## config.mk

```make
export PLATFORM = sky130hd
export DESIGN_NAME = prog_galois_lfsr
export DESIGN_NICKNAME = d
export VERILOG_FILES = /design/src/rtl/pglfsr_pkg.sv /design/src/rtl/pglfsr_step.sv /design/src/rtl/pglfsr_guard.sv /design/src/rtl/pglfsr_period.sv /design/src/rtl/prog_galois_lfsr.sv
export SDC_FILE = /design/constraint.sdc
export NUM_CORES = 1
export LEC_CHECK = 0
export ABC_AREA = 0
export ABC_CLOCK_PERIOD_IN_PS = 1990
export BUFFER_PORTS_ARGS = -buffer_cell sky130_fd_sc_hd__buf_2
export CAP_MARGIN = 25
export CORE_ASPECT_RATIO = 2
export CORE_MARGIN = 2
export CORE_UTILIZATION = 47
export CTS_CLUSTER_DIAMETER = 100
export CTS_CLUSTER_SIZE = 24
export DETAILED_ROUTE_END_ITERATION = 8
export PLACE_DENSITY = 0.74
export SKIP_CTS_REPAIR_TIMING = 1
export SLEW_MARGIN = 20
export SYNTH_ARGS = -nofsm -noshare
export SYNTH_HDL_FRONTEND = slang
export SYNTH_SLANG_ARGS = --single-unit
```

## constraint.sdc

```tcl
create_clock -name clk -period 1.99 [get_ports clk]
set_clock_uncertainty 0.05 [all_clocks]
set_input_delay 0.199 -clock clk [delete_from_list [all_inputs] [get_ports clk]]
set_output_delay 0.199 -clock clk [all_outputs]
set_load 0.03 [all_outputs]
```

## src/rtl/pglfsr_pkg.sv

```systemverilog
package pglfsr_pkg;

  // Where the next register value comes from on a given edge
  typedef enum logic [1:0] {
    SRC_HOLD = 2'd0,
    SRC_SEED = 2'd1,
    SRC_STEP = 2'd2
  } src_e;

endpackage

```

## src/rtl/pglfsr_step.sv

```systemverilog
module pglfsr_step #(
  parameter int WIDTH = 8
) (
  input  logic [WIDTH-1:0] cur,
  input  logic [WIDTH:0]   coef,
  output logic [WIDTH-1:0] nxt,
  output logic             fb
);

  // Feedback bit: top stage gated by the highest coefficient
  function automatic logic feedback_bit(input logic [WIDTH-1:0] s,
                                        input logic [WIDTH:0]   g);
    return s[WIDTH-1] & g[WIDTH];
  endfunction

  assign fb     = feedback_bit(cur, coef);
  assign nxt[0] = coef[0] & fb;

  genvar k;
  generate
    for (k = 1; k < WIDTH; k++) begin : g_stage
      assign nxt[k] = cur[k-1] ^ (coef[k] & fb);
    end
  endgenerate

endmodule

```

## src/rtl/pglfsr_guard.sv

```systemverilog
module pglfsr_guard
  import pglfsr_pkg::*;
#(
  parameter int WIDTH = 8
) (
  input  logic             en,
  input  logic             seed_ld,
  input  logic [WIDTH-1:0] seed_val,
  input  logic [WIDTH-1:0] stepped,
  output src_e             src,
  output logic [WIDTH-1:0] load_val,
  output logic             lock_evt
);

  localparam logic [WIDTH-1:0] SAFE_WORD = '1;

  logic [WIDTH-1:0] cand;
  logic             cand_zero;

  function automatic logic is_zero(input logic [WIDTH-1:0] v);
    return ~|v;
  endfunction

  always_comb begin
    if (seed_ld)  src = SRC_SEED;
    else if (en)  src = SRC_STEP;
    else          src = SRC_HOLD;
  end

  assign cand      = (src == SRC_SEED) ? seed_val : stepped;
  assign cand_zero = is_zero(cand);
  assign load_val  = cand_zero ? SAFE_WORD : cand;
  assign lock_evt  = (src != SRC_HOLD) && cand_zero;

endmodule

```

## src/rtl/pglfsr_period.sv

```systemverilog
module pglfsr_period
  import pglfsr_pkg::*;
#(
  parameter int WIDTH = 8
) (
  input  logic             clk,
  input  logic             rst,
  input  src_e             src,
  input  logic [WIDTH-1:0] load_val,
  input  logic [WIDTH-1:0] cur_state,
  output logic             done
);

  logic [WIDTH-1:0] ref_q;
  logic             hit;

  assign hit = (src == SRC_STEP) && (load_val == ref_q);

  always_ff @(posedge clk) begin
    if (rst) begin
      ref_q <= '1;
      done  <= 1'b0;
    end else begin
      if (src == SRC_SEED) ref_q <= load_val;
      done <= hit;
    end
  end

  // a pulse only ever appears while the state sits on the reference
  a_r7_done_on_ref: assert property (@(posedge clk) disable iff (rst)
    done |-> (cur_state == ref_q));

endmodule

```

## src/rtl/prog_galois_lfsr.sv

```systemverilog
module prog_galois_lfsr
  import pglfsr_pkg::*;
#(
  parameter int WIDTH = 8
) (
  input  logic             clk,
  input  logic             rst,
  input  logic             en,
  input  logic             seed_ld,
  input  logic [WIDTH-1:0] seed_val,
  input  logic [WIDTH:0]   coef,
  output logic [WIDTH-1:0] state_q,
  output logic             period_done,
  output logic             lock_flag
);

  localparam logic [WIDTH-1:0] RESET_WORD = '1;

  logic [WIDTH-1:0] stepped;
  logic             fb_bit;
  src_e             src;
  logic [WIDTH-1:0] load_val;
  logic             lock_evt;

  pglfsr_step #(.WIDTH(WIDTH)) u_step (
    .cur  (state_q),
    .coef (coef),
    .nxt  (stepped),
    .fb   (fb_bit)
  );

  pglfsr_guard #(.WIDTH(WIDTH)) u_guard (
    .en       (en),
    .seed_ld  (seed_ld),
    .seed_val (seed_val),
    .stepped  (stepped),
    .src      (src),
    .load_val (load_val),
    .lock_evt (lock_evt)
  );

  pglfsr_period #(.WIDTH(WIDTH)) u_period (
    .clk       (clk),
    .rst       (rst),
    .src       (src),
    .load_val  (load_val),
    .cur_state (state_q),
    .done      (period_done)
  );

  always_ff @(posedge clk) begin
    if (rst) begin
      state_q   <= RESET_WORD;
      lock_flag <= 1'b0;
    end else begin
      if (src != SRC_HOLD) state_q <= load_val;
      lock_flag <= lock_evt;
    end
  end

  // zero never reaches the register
  a_r10_never_zero: assert property (@(posedge clk) disable iff (rst)
    state_q != '0);

  // idle cycles leave the state alone
  a_r3_hold: assert property (@(posedge clk) disable iff (rst)
    (!en && !seed_ld) |=> (state_q == $past(state_q)));

  // a nonzero seed lands verbatim and raises no flag
  a_r4_seed_load: assert property (@(posedge clk) disable iff (rst)
    (seed_ld && (seed_val != '0)) |=> (state_q == $past(seed_val)) && !lock_flag);

  // a zero seed is replaced and flagged
  a_r5_zero_seed: assert property (@(posedge clk) disable iff (rst)
    (seed_ld && (seed_val == '0)) |=> lock_flag && (state_q == RESET_WORD));

  // the flag only accompanies the substituted word
  a_r6_lock_word: assert property (@(posedge clk) disable iff (rst)
    lock_flag |-> (state_q == RESET_WORD));

  // the flag lasts one cycle when the register idles afterwards
  a_r6_lock_pulse: assert property (@(posedge clk) disable iff (rst)
    (lock_flag && !en && !seed_ld) |=> !lock_flag);

endmodule

```

# == After elaboration in Yosys (flattened, before gate mapping) ==
# Index checks and enable logic that the tools add are counted.
# word_totals
wordCells,32
reg_bits,18
out_inout_bits,10
# classes
n_mux,4
n_bitwise,16
reduce_logical,5
n_eq_ne,3
# ops
operator,n
2-to-1 mux 8 bit,2
AND 1 bit,9
equality test 8 bit,1
OR reduction 8 bit,1
XOR 1 bit,7
2-to-1 mux 2 bit,2
equality test 2 x 1 -> 1 bit (second input constant),1
equality test 2 bit (second input constant),1
logical AND 1 bit,2
nonzero test 2 bit,1
zero test 1 bit,1

# == Logic depth before layout (Yosys ltp) ==
# logic_depth
depth_word,8
mapped_depth,10

# == Modules after synthesis ==
# A second synthesis with hierarchy kept.
# hier_totals
cells_unflattened,134
hier_area_um2,1131.1
# modules_own_cells
module,area_per_inst_um2,n_inst,cells_per_inst,seq_area_each_um2
pglfsr_period,415.4,1,49,180.2
prog_galois_lfsr,352.8,1,40,180.2
pglfsr_guard,200.2,1,27,0.0
pglfsr_step,162.7,1,18,0.0

# == Worst setup path after synthesis ==
# Ideal clock, no wire load.
# synth_timing
kind,register -> register
from,register state_q[7]
to,register u_period.done
t_arrival_ns,2.215
path_stages_with_launch,9
synth_period_minus_slack_ns,2.368
path_slack_ns,-0.378
path_buffers,1
setup_time_ns,0.103
cell_sequence,dfxtp_1 buf_4 nand3_1 mux2_4 nor4_4 nand4_4 nor2_8 a2bb2o_4 a2111oi_2
# synth_between
elab_chain_len,8
# synth_lines
item,line_no,source
"start, declared",prog_galois_lfsr.sv:12,"output logic [WIDTH-1:0] state_q,"
"start signal, assigned",prog_galois_lfsr.sv:56,if (src != SRC_HOLD) state_q <= load_val;
AND 1 bit *,pglfsr_step.sv:13,return s[WIDTH-1] & g[WIDTH];
AND 1 bit,pglfsr_step.sv:22,assign nxt[k] = cur[k-1] ^ (coef[k] & fb);
XOR 1 bit,pglfsr_step.sv:22,
2-to-1 mux 8 bit *,pglfsr_guard.sv:30,assign cand = (src == SRC_SEED) ? seed_val : stepped;
OR reduction 8 bit,pglfsr_guard.sv:21,return ~|v;
2-to-1 mux 8 bit *,pglfsr_guard.sv:32,assign load_val = cand_zero ? SAFE_WORD : cand;
equality test 8 bit *,pglfsr_period.sv:17,assign hit = (src == SRC_STEP) && (load_val == ref_q);
logical AND 1 bit *,pglfsr_period.sv:17,
"end signal, assigned",pglfsr_period.sv:25,done <= hit;
"end, declared",pglfsr_period.sv:11,output logic done
# Every way passes the cells marked *; elsewhere a longest branch is shown, timed or not.
# A chain may end at the register's enable or synchronous reset.

# == Final worst setup path ==
# Same ends and word-level chain as after synthesis.

==> impl_metrics.json <==
{
  "outcome": "finished with violations",
  "violations": "negative setup slack",
  "totalWireLength_mm": 3.64,
  "setup_ws_ns": -0.0838,
  "insertion_delay_ns": 0.26,
  "grt_setup_unrepaired": "true",
  "p_comb_frac": 0.341,
  "tightest_slew_ns": 0.531,
  "yosys_warnings": 0,
  "vias": 1293,
  "p_seq_frac": 0.374,
  "grt_overflow": 0,
  "h-tree-depth": 1,
  "period_needed_ns": 2.07,
  "dp_hpwl_mm": 2.66,
  "clock_path_buffers": 2,
  "crit_chain": "nand3_2, mux2_4, nor4_4, nand4_4, mux2i_1, o211ai_1, a2111oi_4",
  "cp_max_fo": 6,
  "critPathKind": "reg2reg",
  "layout-area-overhead-vs-synth_pct": 34.8,
  "io_buffers": 30,
  "p_leak_uw": 0.000779,
  "fin_crit_sh": 1.04,
  "initial_core_util": 0.494,
  "drtIter0Drc": 22,
  "synth_top_area_frac": 0.284,
  "synth_cell_types": 46,
  "viasPerCell": 5.60,
  "syn-num-nets": 175,
  "async_flop_share": 0,
  "multi_input_area_um2": 902,
  "cp_slowest_stage_delay_ns": 0.39,
  "antenna_cells": 0,
  "synth_common_cells": "18 x dfxtp_1, 18 x nor2_1, 16 x nand2b_1",
  "tritoncts": "built",
  "clock-sinks": 18,
  "fp.dieW_um": 40.8,
  "critical_path_buf_inv_count": 0,
  "fillers": 220,
  "synth_seq_area_share": 0.284,
  "holdPathStages": 3,
  "register_area_um2": 365,
  "dpl_cell_area_mm2": 0.00157,
  "syn_area_mm2": 0.00127,
  "critical_path.top_delay_family": "simple AND/OR/NAND/NOR gates",
  "gp_congestion": 0.906,
  "endpoint_kind": "flop",
  "synth_flop_cell": "dfxtp_1",
  "power_uw": 1080,
  "powerDensity_mw_per_mm2": 633,
  "grt_use_total": 0.241,
  "syn_avg_cell_area_um2": 8.25,
  "setup_viol": 6,
  "crit_path_start_kind": "flop",
  "cts_buffers": 3,
  "core_area_mm2": 0.00257,
  "final_antenna_net_count": 0,
  "synth.top_cells.by_area": "dfxtp_1 28%, nand2b_1 7.9%, nor2_1 5.3%, o22ai_1 4.4%, xnor2_1 4.1%",
  "synth_area_leader_cell": "dfxtp_1",
  "io_pins": 31,
  "synth_edf_count": 0,
  "cp.required_ns": 2.11,
  "die_area_mm2": 0.00316,
  "p_sw_frac": 0.324,
  "cts_root_buffer": "clkbuf_8",
  "grt_pass1_vias": 1271,
  "hold_path_class": "in2reg",
  "relSlewSlack": 0.645,
  "intPower_uw": 733,
  "r2r-start": "state_q[7]",
  "maxCapViolCount": 0,
  "arrival_ns": 2.19,
  "cp_slowest_cell": "dfxtp_4",
  "grt_first_pass_wirelength_mm": 5.43,
  "drt_pre_antenna_iters": 4,
  "num-nets-final": 225,
  "clk_pin_slew_worst_paths_ns": 0.07,
  "p_sw_uw": 351,
  "num_rows": 26,
  "die_h_um": 77.5,
  "final_layout_size_suffix_gt1_frac": 0.394,
  "vdd_drop_max_mv": 0.459,
  "r2r_slack_ns": -0.08,
  "holdPathEnd": "u_period.ref_q[0]",
  "synthCells": 154,
  "fmax_mhz": 482,
  "drv_slew": 0,
  "worstHoldStart": "seed_val[0]",
  "hold_viol_final": 0,
  "post_drt_wl_per_cell_um": 15.7,
  "drc": 0,
  "r2r_end": "u_period.done",
  "grt_max_degree": 19,
  "rr_worst_depth": 7,
  "power_frac_clock": 0.285,
  "ys_seq_elements": 18,
  "antenna_found_initial": 0,
  "final_area_mm2": 0.00171
}
## power groups by stage
stage	Combinational (uW)	Clock, uW	Sequential, uW
floorplan	197	0	436
global placement	327	0	413
detailed placement	332	0	415
CTS	335	306	407
global route	397	324	410
finish	369	309	406
## worst max-delay path by stage
stage | startpoint | end | slack, ns | depth (start not counted)
after floorplan | state_q[7] | u_period.done | -0.17 | 8
after global placement | coef[0] | u_period.done | -0.07 | 8
after detailed placement | state_q[7] | u_period.done | -0.12 | 7
after CTS | state_q[7] | u_period.done | -0.14 | 7
after global routing | state_q[7] | u_period.done | -0.17 | 8
final | state_q[7] | u_period.done | -0.08 | 7
## flip-flops by register name, indices dropped and copies added, names as in the netlist
signal,count
lock_flag,1
u_period.ref_q,8
state_q,8
u_period.done,1
## metrics by stage
stage	worst slack [ns]	hold slack, ns	instances	utilization	TNS [ns]
detailed placement	-0.123	0.475	223	0.612	-0.291
global placement	-0.0651	0.467	223	0.612	-0.0913
floorplan	-0.175	0.250	154	-	-0.835
finish	-0.0838	0.200	231	0.666	-0.264
CTS	-0.141	0.212	227	0.633	-0.434
global route	-0.168	0.214	231	0.666	-1.56
## final cells by class
type	instances	share of cell area
inverter	3	0.00658
multi-input combinational	124	0.527
clock buffer	4	0.0322
tap	28	0.0205
sequential	18	0.213
timing repair buffer	54	0.200
## worst min-delay path: cells and delay by family
kind	cells	cell delay, ns
and+or+nand+nor	1	0.06
buffers and inverters	1	0.13
AOI/OAI and AO/OA	1	0.10
## routing by layer
| metal | vias up | global-route usage | wire length (um) |
|---|---|---|---|
| met1 | 601 | 0.278 | 1410 |
| met2 | 39 | 0.413 | 2000 |
| met4 | 0 | 0.0967 | 89 |
| met5 | - | 0 | 0 |
| met3 | 8 | 0.0286 | 127 |
| li1 | 645 | - | - |
## cell families after synthesis
logic type                share of synthesized area
xor gates and xnor gates                     0.0552
muxes                                        0.0453
DFF                                           0.284
AOI/OAI and AO/OA                             0.233
buffers and inverters                        0.0453
and+or+nand+nor                               0.337
## layout by cell type, fill, tap and decap left out, drive strengths merged, types with 2 or more instances in the layout
cell / synthesis / final
o211ai: 2 / 2
a21oi: 2 / 2
nand4b: 2 / 2
mux2i: 2 / 2
nor2b: 4 / 4
nand4: 2 / 2
dfxtp: 18 / 18
xor2: 2 / 2
o21a: 3 / 3
inv: 3 / 3
o21bai: 6 / 6
xnor2: 6 / 6
nand2: 12 / 12
nor3: 4 / 4
o22ai: 9 / 9
nor2: 20 / 20
mux2: 3 / 3
buf: 7 / 54
nand2b: 16 / 16
and2: 2 / 2
nor4: 2 / 2
nand3: 8 / 8
o21ai: 5 / 5
clkbuf: 2 / 4
No activity file was read; power rests on OpenSTA's default activity.
